$ cat src/rtl/rtc_pkg.sv
package rtc_pkg;
  localparam int unsigned REG_W    = 32;
  localparam int unsigned TRIM_LSB = 16;

  localparam logic [7:0] OFF_ALARM = 8'h00;
  localparam logic [7:0] OFF_SEC   = 8'h04;
  localparam logic [7:0] OFF_DIV   = 8'h08;
  localparam logic [7:0] OFF_STAT  = 8'h10;

  localparam int unsigned ST_TICK_EN  = 3;
  localparam int unsigned ST_ALARM_EN = 2;
  localparam int unsigned ST_TICK_FL  = 1;
  localparam int unsigned ST_ALARM_FL = 0;

  typedef enum logic [2:0] {
    SEL_NONE,
    SEL_ALARM,
    SEL_SEC,
    SEL_DIV,
    SEL_STAT
  } reg_sel_e;
endpackage

$ cat src/rtl/rtc_prescaler.sv
module rtc_prescaler #(
  parameter int unsigned DIV_W       = 16,
  parameter int unsigned TRIM_W      = 10,
  parameter int unsigned TRIM_PERIOD = 1024
) (
  input  logic              clk_i,
  input  logic              rst_ni,
  input  logic              tb_en_i,
  input  logic [DIV_W-1:0]  div_i,
  input  logic [TRIM_W-1:0] trim_i,
  output logic              tick_o
);
  localparam int unsigned IDX_W = (TRIM_PERIOD > 1) ? $clog2(TRIM_PERIOD) : 1;

  logic [DIV_W-1:0] cnt_q;
  logic [DIV_W-1:0] limit;
  logic [DIV_W-1:0] trim_ext;
  logic             trim_slot;
  logic             running;
  logic             wrap;
  logic             tick_q;

  generate
    if (TRIM_PERIOD > 1) begin : g_idx
      logic [IDX_W-1:0] idx_q;
      assign trim_slot = (idx_q == IDX_W'(TRIM_PERIOD - 1));
      always_ff @(posedge clk_i or negedge rst_ni) begin
        if (!rst_ni)    idx_q <= '0;
        else if (wrap)  idx_q <= trim_slot ? '0 : idx_q + IDX_W'(1);
      end
    end else begin : g_no_idx
      assign trim_slot = 1'b1;
    end
  endgenerate

  assign trim_ext = DIV_W'(trim_i);

  always_comb begin
    limit = div_i;
    if (trim_slot) limit = (trim_ext < div_i) ? div_i - trim_ext : '0;
  end

  assign running = tb_en_i && (div_i != '0);
  assign wrap    = running && (cnt_q >= limit);

  always_ff @(posedge clk_i or negedge rst_ni) begin
    if (!rst_ni) begin
      cnt_q  <= '0;
      tick_q <= 1'b0;
    end else begin
      tick_q <= wrap;
      if (running) cnt_q <= wrap ? '0 : cnt_q + DIV_W'(1);
    end
  end

  assign tick_o = tick_q;

  assert_no_tick_div0_R3: assert property (@(posedge clk_i) disable iff (!rst_ni)
    (div_i == '0) |=> !tick_o);
  assert_tick_needs_strobe_R2: assert property (@(posedge clk_i) disable iff (!rst_ni)
    !tb_en_i |=> !tick_o);
endmodule

$ cat src/rtl/rtc_sec_counter.sv
module rtc_sec_counter
  import rtc_pkg::*;
(
  input  logic             clk_i,
  input  logic             rst_ni,
  input  logic             tick_i,
  input  logic             wr_sec_i,
  input  logic             wr_alarm_i,
  input  logic [REG_W-1:0] wdata_i,
  output logic [REG_W-1:0] sec_o,
  output logic [REG_W-1:0] alarm_o,
  output logic             match_o
);
  logic [REG_W-1:0] sec_q;
  logic [REG_W-1:0] alarm_q;
  logic [REG_W-1:0] sec_inc;

  assign sec_inc = sec_q + REG_W'(1);

  always_ff @(posedge clk_i or negedge rst_ni) begin
    if (!rst_ni) begin
      sec_q   <= '0;
      alarm_q <= '0;
    end else begin
      if (wr_sec_i)    sec_q <= wdata_i;
      else if (tick_i) sec_q <= sec_inc;
      if (wr_alarm_i)  alarm_q <= wdata_i;
    end
  end

  // match only on an advancing tick; a software load does not raise it
  assign match_o = tick_i && !wr_sec_i && (sec_inc == alarm_q);
  assign sec_o   = sec_q;
  assign alarm_o = alarm_q;

  assert_sec_step_R2: assert property (@(posedge clk_i) disable iff (!rst_ni)
    (tick_i && !wr_sec_i) |=> (sec_o == $past(sec_o) + REG_W'(1)));
  assert_sec_hold_R2: assert property (@(posedge clk_i) disable iff (!rst_ni)
    (!tick_i && !wr_sec_i) |=> $stable(sec_o));
  assert_sec_load_R5: assert property (@(posedge clk_i) disable iff (!rst_ni)
    wr_sec_i |=> (sec_o == $past(wdata_i)));
endmodule

$ cat src/rtl/rtc_status.sv
module rtc_status
  import rtc_pkg::*;
(
  input  logic       clk_i,
  input  logic       rst_ni,
  input  logic       wr_i,
  input  logic [3:0] wdata_i,
  input  logic       set_tick_i,
  input  logic       set_alarm_i,
  output logic [3:0] stat_o,
  output logic       irq_tick_o,
  output logic       irq_alarm_o
);
  logic en_tick_q, en_alarm_q, fl_tick_q, fl_alarm_q;
  logic clr_tick, clr_alarm;

  assign clr_tick  = wr_i && wdata_i[ST_TICK_FL];
  assign clr_alarm = wr_i && wdata_i[ST_ALARM_FL];

  always_ff @(posedge clk_i or negedge rst_ni) begin
    if (!rst_ni) begin
      en_tick_q  <= 1'b0;
      en_alarm_q <= 1'b0;
      fl_tick_q  <= 1'b0;
      fl_alarm_q <= 1'b0;
    end else begin
      if (wr_i) begin
        en_tick_q  <= wdata_i[ST_TICK_EN];
        en_alarm_q <= wdata_i[ST_ALARM_EN];
      end
      // set has priority over a same-cycle clear
      fl_tick_q  <= set_tick_i  || (fl_tick_q  && !clr_tick);
      fl_alarm_q <= set_alarm_i || (fl_alarm_q && !clr_alarm);
    end
  end

  always_comb begin
    stat_o              = '0;
    stat_o[ST_TICK_EN]  = en_tick_q;
    stat_o[ST_ALARM_EN] = en_alarm_q;
    stat_o[ST_TICK_FL]  = fl_tick_q;
    stat_o[ST_ALARM_FL] = fl_alarm_q;
  end

  assign irq_tick_o  = fl_tick_q  && en_tick_q;
  assign irq_alarm_o = fl_alarm_q && en_alarm_q;

  assert_flag_sticky_R7: assert property (@(posedge clk_i) disable iff (!rst_ni)
    (fl_tick_q && !clr_tick) |=> fl_tick_q);
  assert_w1c_R7: assert property (@(posedge clk_i) disable iff (!rst_ni)
    (clr_alarm && !set_alarm_i) |=> !fl_alarm_q);
  assert_tick_flag_R8: assert property (@(posedge clk_i) disable iff (!rst_ni)
    set_tick_i |=> fl_tick_q);
  assert_set_wins_R11: assert property (@(posedge clk_i) disable iff (!rst_ni)
    (set_alarm_i && clr_alarm) |=> fl_alarm_q);
endmodule

$ cat src/rtl/rtc_top.sv
module rtc_top
  import rtc_pkg::*;
#(
  parameter int unsigned DIV_W       = 16,
  parameter int unsigned TRIM_W      = 10,
  parameter int unsigned TRIM_PERIOD = 1024,
  parameter int unsigned ADDR_W      = 5
) (
  input  logic              clk_i,
  input  logic              rst_ni,
  input  logic              tb_en_i,
  input  logic              req_i,
  input  logic              we_i,
  input  logic [ADDR_W-1:0] addr_i,
  input  logic [REG_W-1:0]  wdata_i,
  output logic [REG_W-1:0]  rdata_o,
  output logic              irq_tick_o,
  output logic              irq_alarm_o
);
  reg_sel_e          sel;
  logic              wr;
  logic [DIV_W-1:0]  div_q;
  logic [TRIM_W-1:0] trim_q;
  logic              tick;
  logic              match;
  logic [REG_W-1:0]  sec;
  logic [REG_W-1:0]  alarm;
  logic [3:0]        stat;
  logic [REG_W-1:0]  rd_val;

  always_comb begin
    unique case (addr_i)
      ADDR_W'(OFF_ALARM): sel = SEL_ALARM;
      ADDR_W'(OFF_SEC):   sel = SEL_SEC;
      ADDR_W'(OFF_DIV):   sel = SEL_DIV;
      ADDR_W'(OFF_STAT):  sel = SEL_STAT;
      default:            sel = SEL_NONE;
    endcase
  end

  assign wr = req_i && we_i;

  always_ff @(posedge clk_i or negedge rst_ni) begin
    if (!rst_ni) begin
      div_q  <= '0;
      trim_q <= '0;
    end else if (wr && sel == SEL_DIV) begin
      div_q  <= wdata_i[DIV_W-1:0];
      trim_q <= wdata_i[TRIM_LSB +: TRIM_W];
    end
  end

  rtc_prescaler #(
    .DIV_W(DIV_W), .TRIM_W(TRIM_W), .TRIM_PERIOD(TRIM_PERIOD)
  ) u_prescaler (
    .clk_i(clk_i), .rst_ni(rst_ni), .tb_en_i(tb_en_i),
    .div_i(div_q), .trim_i(trim_q), .tick_o(tick)
  );

  rtc_sec_counter u_sec (
    .clk_i(clk_i), .rst_ni(rst_ni), .tick_i(tick),
    .wr_sec_i(wr && sel == SEL_SEC), .wr_alarm_i(wr && sel == SEL_ALARM),
    .wdata_i(wdata_i), .sec_o(sec), .alarm_o(alarm), .match_o(match)
  );

  rtc_status u_status (
    .clk_i(clk_i), .rst_ni(rst_ni),
    .wr_i(wr && sel == SEL_STAT), .wdata_i(wdata_i[3:0]),
    .set_tick_i(tick), .set_alarm_i(match),
    .stat_o(stat), .irq_tick_o(irq_tick_o), .irq_alarm_o(irq_alarm_o)
  );

  always_comb begin
    rd_val = '0;
    unique case (sel)
      SEL_ALARM: rd_val = alarm;
      SEL_SEC:   rd_val = sec;
      SEL_DIV: begin
        rd_val[DIV_W-1:0]           = div_q;
        rd_val[TRIM_LSB +: TRIM_W]  = trim_q;
      end
      SEL_STAT:  rd_val[3:0] = stat;
      default:   rd_val = '0;
    endcase
  end

  assign rdata_o = (req_i && !we_i) ? rd_val : '0;

  assert_alarm_irq_R9: assert property (@(posedge clk_i) disable iff (!rst_ni)
    (match && stat[ST_ALARM_EN] && !(wr && sel == SEL_STAT)) |=> irq_alarm_o);
  assert_div_hold_R12: assert property (@(posedge clk_i) disable iff (!rst_ni)
    !(wr && sel == SEL_DIV) |=> ($stable(div_q) && $stable(trim_q)));
endmodule

$ cat config.mk
export PLATFORM = sky130hd
export DESIGN_NAME = rtc_top
export DESIGN_NICKNAME = d
export VERILOG_FILES = /design/src/rtl/rtc_pkg.sv /design/src/rtl/rtc_prescaler.sv /design/src/rtl/rtc_sec_counter.sv /design/src/rtl/rtc_status.sv /design/src/rtl/rtc_top.sv
export SDC_FILE = /design/constraint.sdc
export NUM_CORES = 1
export LEC_CHECK = 0
export BUFFER_PORTS_ARGS = -buffer_cell sky130_fd_sc_hd__buf_2
export CAP_MARGIN = 30
export CORE_UTILIZATION = 50
export CTS_BUF_LIST = sky130_fd_sc_hd__clkbuf_16
export DETAILED_ROUTE_END_ITERATION = 12
export PLACE_DENSITY_LB_ADDON = 0.08
export SLEW_MARGIN = 20
export SYNTH_ARGS = -nofsm -noshare
export SYNTH_HDL_FRONTEND = slang
export SYNTH_HIERARCHICAL = 1
export SYNTH_SLANG_ARGS = --single-unit
$ cat constraint.sdc
create_clock -name clk_i -period 6.3 [get_ports clk_i]
set_input_delay 0.315 -clock clk_i [delete_from_list [all_inputs] [get_ports clk_i]]
set_output_delay 0.315 -clock clk_i [all_outputs]
set_load 0.01 [all_outputs]
After elaboration in Yosys (flattened, before gate mapping)
Cells that the tools add are included.
{"block": "op_classes", "n_mux": 11, "order_cmp": 2, "addsub": 4, "n_eq_ne": 9, "reduce_logical": 25}
{"op": "2-to-1 mux 32 bit", "n": 3}
{"op": "one-hot mux 22 bit (3 select lines)", "n": 1}
{"op": "2-to-1 mux 16 bit", "n": 3}
{"op": "adder 32 x 1 -> 32 bit, second input constant", "n": 1}
{"op": "equality test 32 bit", "n": 1}
{"op": "adder 16 x 1 -> 16 bit, second input constant", "n": 1}
{"op": ">= comparator 16 bit", "n": 1}
{"op": "logical AND 1 bit", "n": 16}
{"op": "< comparator 10 x 16 -> 1 bit", "n": 1}
{"op": "one-hot mux 4 bit (4 select lines)", "n": 1}
{"op": "nonzero test 16 bit", "n": 1}
{"op": "subtractor 16 x 10 -> 16 bit", "n": 1}
{"op": "one-hot mux 3 bit (4 select lines)", "n": 1}
{"op": "one-hot mux 6 bit (2 select lines)", "n": 1}
{"op": "adder 10 x 1 -> 10 bit, second input constant", "n": 1}
{"op": "equality test 10 bit, second input constant", "n": 1}
{"op": "2-to-1 mux 10 bit", "n": 1}
{"op": "equality test 3 x 2 -> 1 bit, second input constant", "n": 2}
{"op": "equality test 5 x 3 -> 1 bit, second input constant", "n": 1}
{"op": "equality test 5 x 4 -> 1 bit, second input constant", "n": 1}
{"op": "equality test 5 bit, second input constant", "n": 1}
{"op": "zero test 5 bit", "n": 1}
{"op": "zero test 1 bit", "n": 4}
{"op": "equality test 3 x 1 -> 1 bit, second input constant", "n": 1}
{"op": "3 further kinds", "n": 4}
{"block": "word_totals", "ff_bits": 121, "input_bits": 42, "elab_cells": 62}

Longest topological paths before layout
{"block": "logic_depth", "word_depth": 8, "ltp_mapped": 19, "mapped_depth_nobuf": 18}

Hierarchy
The synthesis kept the hierarchy.
{"module": "rtc_sec_counter", "seq_area_each_um2": 1601.5, "area_per_inst_um2": 4060.1, "n_inst": 1, "cells_per_inst": 428}
{"module": "rtc_prescaler", "seq_area_each_um2": 675.6, "area_per_inst_um2": 2521.2, "n_inst": 1, "cells_per_inst": 303}
{"module": "rtc_top", "seq_area_each_um2": 650.6, "area_per_inst_um2": 1918.1, "n_inst": 1, "cells_per_inst": 191}
{"module": "rtc_status", "seq_area_each_um2": 100.1, "area_per_inst_um2": 195.2, "n_inst": 1, "cells_per_inst": 16}

Worst setup path after synthesis
Ideal clock, no wire load.
{"block": "synth_path", "path_kind": "reg2reg", "startpoint": "reg div_q[0]", "endpoint": "reg u_prescaler.g_idx.idx_q[9]", "setup_ns": 0.110, "n_path_buf": 1, "arrival_ns": 4.016, "path_slack_ns": 2.173, "path_stages_with_launch": 19, "t_required_ns": 6.190, "cell_sequence": "dfrtp_1 inv_1 ha_1 inv_1 fa_1 a21o_1 a221oi_1 o22ai_1 o22ai_1 nand3_1 and2_1 ha_1 nor2b_1 o21ai_0 a21oi_1 o41a_1 clkbuf_1 nand2b_1 o41ai_1"}
{"block": "synth_via", "elab_chain_len": 5, "elab_cells_between_ends": 8}
{"item": "start: declaration", "line_no": "rtc_top.sv:22", "text": "logic [DIV_W-1:0] div_q;"}
{"item": "start signal: assignment", "line_no": "rtc_top.sv:48", "text": "div_q <= wdata_i[DIV_W-1:0];"}
{"item": "subtractor 16 x 10 -> 16 bit or < comparator 10 x 16 -> 1 bit (tied branches)", "line_no": "rtc_prescaler.sv:40", "text": "if (trim_slot) limit = (trim_ext < div_i) ? div_i - trim_ext : '0;"}
{"item": "2-to-1 mux 16 bit (2 in series)", "line_no": "rtc_prescaler.sv:40"}
{"item": ">= comparator 16 bit", "line_no": "rtc_prescaler.sv:44", "text": "assign wrap = running && (cnt_q >= limit);"}
{"item": "logical AND 1 bit *", "line_no": "rtc_prescaler.sv:44"}
{"item": "end signal: assignment", "line_no": "rtc_prescaler.sv:29", "text": "else if (wrap) idx_q <= trim_slot ? '0 : idx_q + IDX_W'(1);"}
{"item": "end: declaration", "line_no": "rtc_prescaler.sv:25", "text": "logic [IDX_W-1:0] idx_q;"}
Every way passes the cells marked *; elsewhere a longest branch is shown, timed or not.
A chain may end at the register's enable or synchronous reset.

Worst setup path after layout
{"block": "layout_path", "startpoint": "reg div_q[0]", "endpoint": "reg u_prescaler.cnt_q[3]"}
{"block": "layout_via", "elab_chain_len": 6, "elab_cells_between_ends": 9}
{"item": "subtractor 16 x 10 -> 16 bit or < comparator 10 x 16 -> 1 bit (tied branches)", "line_no": "rtc_prescaler.sv:40"}
{"item": "2-to-1 mux 16 bit (2 in series)", "line_no": "rtc_prescaler.sv:40"}
{"item": ">= comparator 16 bit", "line_no": "rtc_prescaler.sv:44"}
{"item": "logical AND 1 bit", "line_no": "rtc_prescaler.sv:44"}
{"item": "2-to-1 mux 16 bit", "line_no": "rtc_prescaler.sv:52", "text": "if (running) cnt_q <= wrap ? '0 : cnt_q + DIV_W'(1);"}
{"item": "end signal: assignment", "line_no": "rtc_prescaler.sv:52"}
{"item": "end: declaration", "line_no": "rtc_prescaler.sv:15", "text": "logic [DIV_W-1:0] cnt_q;"}
Parallel ways exist; a longest one is shown, timed or not.

==> impl_metrics.json <==
{
  "status": "finished, final reports clean",
  "coreArea_um2": 16800,
  "slew_viol_final": 0,
  "syn_inst": 938,
  "crit_family": "compound AO/OA/AOI/OAI gates",
  "fill_cells": 1558,
  "max_slew_margin": 0.394,
  "fin_skew_ns": 0.0104,
  "port-buffer-count": 75,
  "diodes": 0,
  "ys_ff_latch": 121,
  "tightest_slew_ns": 0.909,
  "grtUsageMet2": 0.413,
  "final-seq-area_um2": 3030,
  "peakVddDrop_v": 0.000232,
  "hold_class": "input pin to register",
  "start_util": 0.519,
  "yosysTopAreaCell": "dfrtp_1",
  "clk-insertion-delay-late_ns": 0.42,
  "tns_ns": 0,
  "setup_viol": 0,
  "htreeDepth": 4,
  "dp_slack_ns": 1.45,
  "leakage_nw": 4.09,
  "routabilityCongestion": 0.908,
  "antenna_found_initial": 0,
  "synth_edf_count": 0,
  "wirelength_um": 24600,
  "endpoint_kind": "register",
  "syn_nets": 1010,
  "rsz0062_at_grt": "no",
  "drtIter0Drc": 666,
  "ys_seq_area_frac": 0.348,
  "viasPerCell": 6.13,
  "crit_chain": "inv_1 -> ha_1 -> inv_1 -> fa_1 -> a21o_1 -> a221oi_1 -> o22ai_1 -> o22ai_1 -> a21oi_1 -> a22oi_1 -> ha_1 -> a211oi_1 -> o21ai_0 -> a21oi_1 -> o41a_1 -> and2_0 -> a22o_2",
  "grt_pass1_wl_um": 39800,
  "fmax_mhz": 204,
  "drt-wirelength-per-cell_um": 20.3,
  "finalWorstSetupSlack_ns": 1.40,
  "die_area_um2": 17900,
  "crit_path_start_kind": "register",
  "num_io_pins": 76,
  "cpMaxStageDelayCell": "o41a_1",
  "async_reset_ff_frac": 1.00,
  "layout-drive-gt1-share": 0.240,
  "fin_crit_ns": 4.90,
  "clock_path_buffers": 2,
  "yosysWarnings": 6,
  "crit_type": "register to register",
  "cap_violations": 0,
  "cts_resized": 0,
  "grt_pass1_vias": 6981,
  "post-route-period-util": 0.778,
  "cpPeakStageDelay_ns": 0.71,
  "cts_made_buffers": 17,
  "grt_max_degree": 64,
  "post-layout-total-power_mw": 3.18,
  "vias": 7454,
  "clkTransAtPathRegs_ns": 0.06,
  "synth.lib_cells_used.distinct": 78,
  "cts_tree": "done",
  "final_nets": 1055,
  "drtPass1Iterations": 7,
  "avgSynthCellArea_um2": 9.27,
  "final_common_cell": "dfrtp_1",
  "hold-worst-slack_ns": 0.129,
  "remaining_drc_errors": 0,
  "synth_top_area_frac": 0.348,
  "synth_ff_type": "dfrtp_1",
  "area_growth_pct": 12.8,
  "hold_violations": 0,
  "layout_common_cells": "121 x dfrtp_1, 92 x nand2_1, 84 x mux2_2, 74 x buf_2, 64 x nor2_1",
  "crit_fanout": 20,
  "syn_area_um2": 8690,
  "critical_path_buf_inv_count": 2,
  "dpl.hpwl_um": 17400,
  "root_buffer": "clkbuf_16",
  "grt_util_met1": 0.435,
  "critPathArrivalTime_ns": 5.26,
  "grt-busiest-layer": "met1",
  "multi_input_comb_area_um2": 5320,
  "cts_sinks": 121,
  "detail-route-antenna-nets": 0,
  "synth_area_leaders": "dfrtp_1 35%, mux2_2 11%, xnor2_1 4.8%",
  "globalRouteMet3Util": 0.0548,
  "die_y_um": 134,
  "die_w_um": 134,
  "p_per_area_nw_per_um2": 325,
  "overflow": 0,
  "grt.total_usage": 0.289,
  "cts_setup_buffers": 0,
  "critPathRequiredTime_ns": 6.66,
  "final_util": 0.585,
  "rows": 47
}
## synthesized netlist by cell type, types with 9 or more instances
cell,n
dfrtp_1,121
nand2_1,92
mux2_2,84
nor2_1,66
o21ai_0,49
xnor2_1,48
xor2_1,48
nand3_1,44
ha_1,29
a21oi_1,28
nand4_1,27
a32oi_1,26
clkbuf_1,24
inv_1,22
buf_2,21
nor3_1,17
and3_1,14
nor4_1,14
a21o_1,12
and2_1,10
nor2b_1,9
## cell families after synthesis
family | synth area share
buffers and inverters | 0.0440
DFF | 0.348
AOI/OAI and AO/OA | 0.135
muxes | 0.120
and+or+nand+nor | 0.212
xor gates and xnor gates | 0.0967
adders and majority gates | 0.0440
## worst min-delay path, cell delays in order
cell     delay, ns
buf_2         0.09
nand2_1       0.05
o21ai_0       0.06
## sequential cells by signal, summed over array words and instances (netlist names)
| register | flops |
|---|---|
| u_prescaler/cnt_q | 16 |
| u_sec/sec_o | 32 |
| trim_q | 10 |
| u_sec/alarm_o | 32 |
| u_prescaler/g_idx.idx_q | 10 |
| div_q | 16 |
| u_status/fl_alarm_q | 1 |
| u_status/fl_tick_q | 1 |
| u_status/en_tick_q | 1 |
| u_prescaler/tick_o | 1 |
| u_status/en_alarm_q | 1 |
## what timing repair did
action,CTS,global route
hold buffers,1,0
endpoints found under the hold margin,46,0
setup endpoints to repair,0,0
## worst paths after layout
| path | cells past startpoint | slack [ns] | to | from |
|---|---|---|---|---|
| setup / recovery | 17 | 1.40 | u_prescaler/cnt_q[3]$_DFFE_PN0P_ | div_q[0]$_DFFE_PN0P_ |
| hold / removal | 3 | 0.13 | u_sec/sec_o[12]$_DFFE_PN0P_ | wdata_i[12] |
| setup reg to reg | 17 | 1.40 | u_prescaler/cnt_q[3]$_DFFE_PN0P_ | div_q[0]$_DFFE_PN0P_ |
| hold reg to reg | 1 | 0.49 | u_prescaler/g_idx.idx_q[6]$_DFFE_PN0P_ | u_prescaler/g_idx.idx_q[6]$_DFFE_PN0P_ |
| max in group asynchronous | 4 | 4.71 | u_sec/sec_o[16]$_DFFE_PN0P_ | rst_ni |
| min in group asynchronous | 2 | 0.44 | u_prescaler/g_idx.idx_q[8]$_DFFE_PN0P_ | rst_ni |
## per-layer routing
| metal | part of all wire | wire (um) | vias to the layer above |
|---|---|---|---|
| met5 | 0 | 0 | - |
| met4 | 0.018 | 448 | 0 |
| met3 | 0.068 | 1690 | 37 |
| met2 | 0.42 | 10400 | 298 |
| met1 | 0.49 | 12100 | 3607 |
| li1 | - | - | 3512 |
## report_power, final
part           switching, mW  internal (mW)  total, mW
sequential             0.278          0.920       1.20
combinational          0.546          0.432      0.978
clock                  0.385          0.623       1.01
total                   1.21           1.97       3.18
## through the flow
| stage | instance area (um^2) | std cells |
|---|---|---|
| after floorplan | 8690 | 938 |
| after global placement | 9140 | 1181 |
| after detailed placement | 9200 | 1183 |
| after CTS | 9810 | 1216 |
| after global routing | 9810 | 1216 |
| final | 9810 | 1216 |
## layout make-up
cell class / instances / area share
Clock buffer: 17 / 0.0434
Sequential cell: 121 / 0.309
Tap cell: 220 / 0.0281
Timing Repair Buffer: 85 / 0.0505
Inverter: 23 / 0.00880
Clock inverter: 15 / 0.0180
Multi-Input combinational cell: 735 / 0.542
No activity file was read; power rests on OpenSTA's default activity.
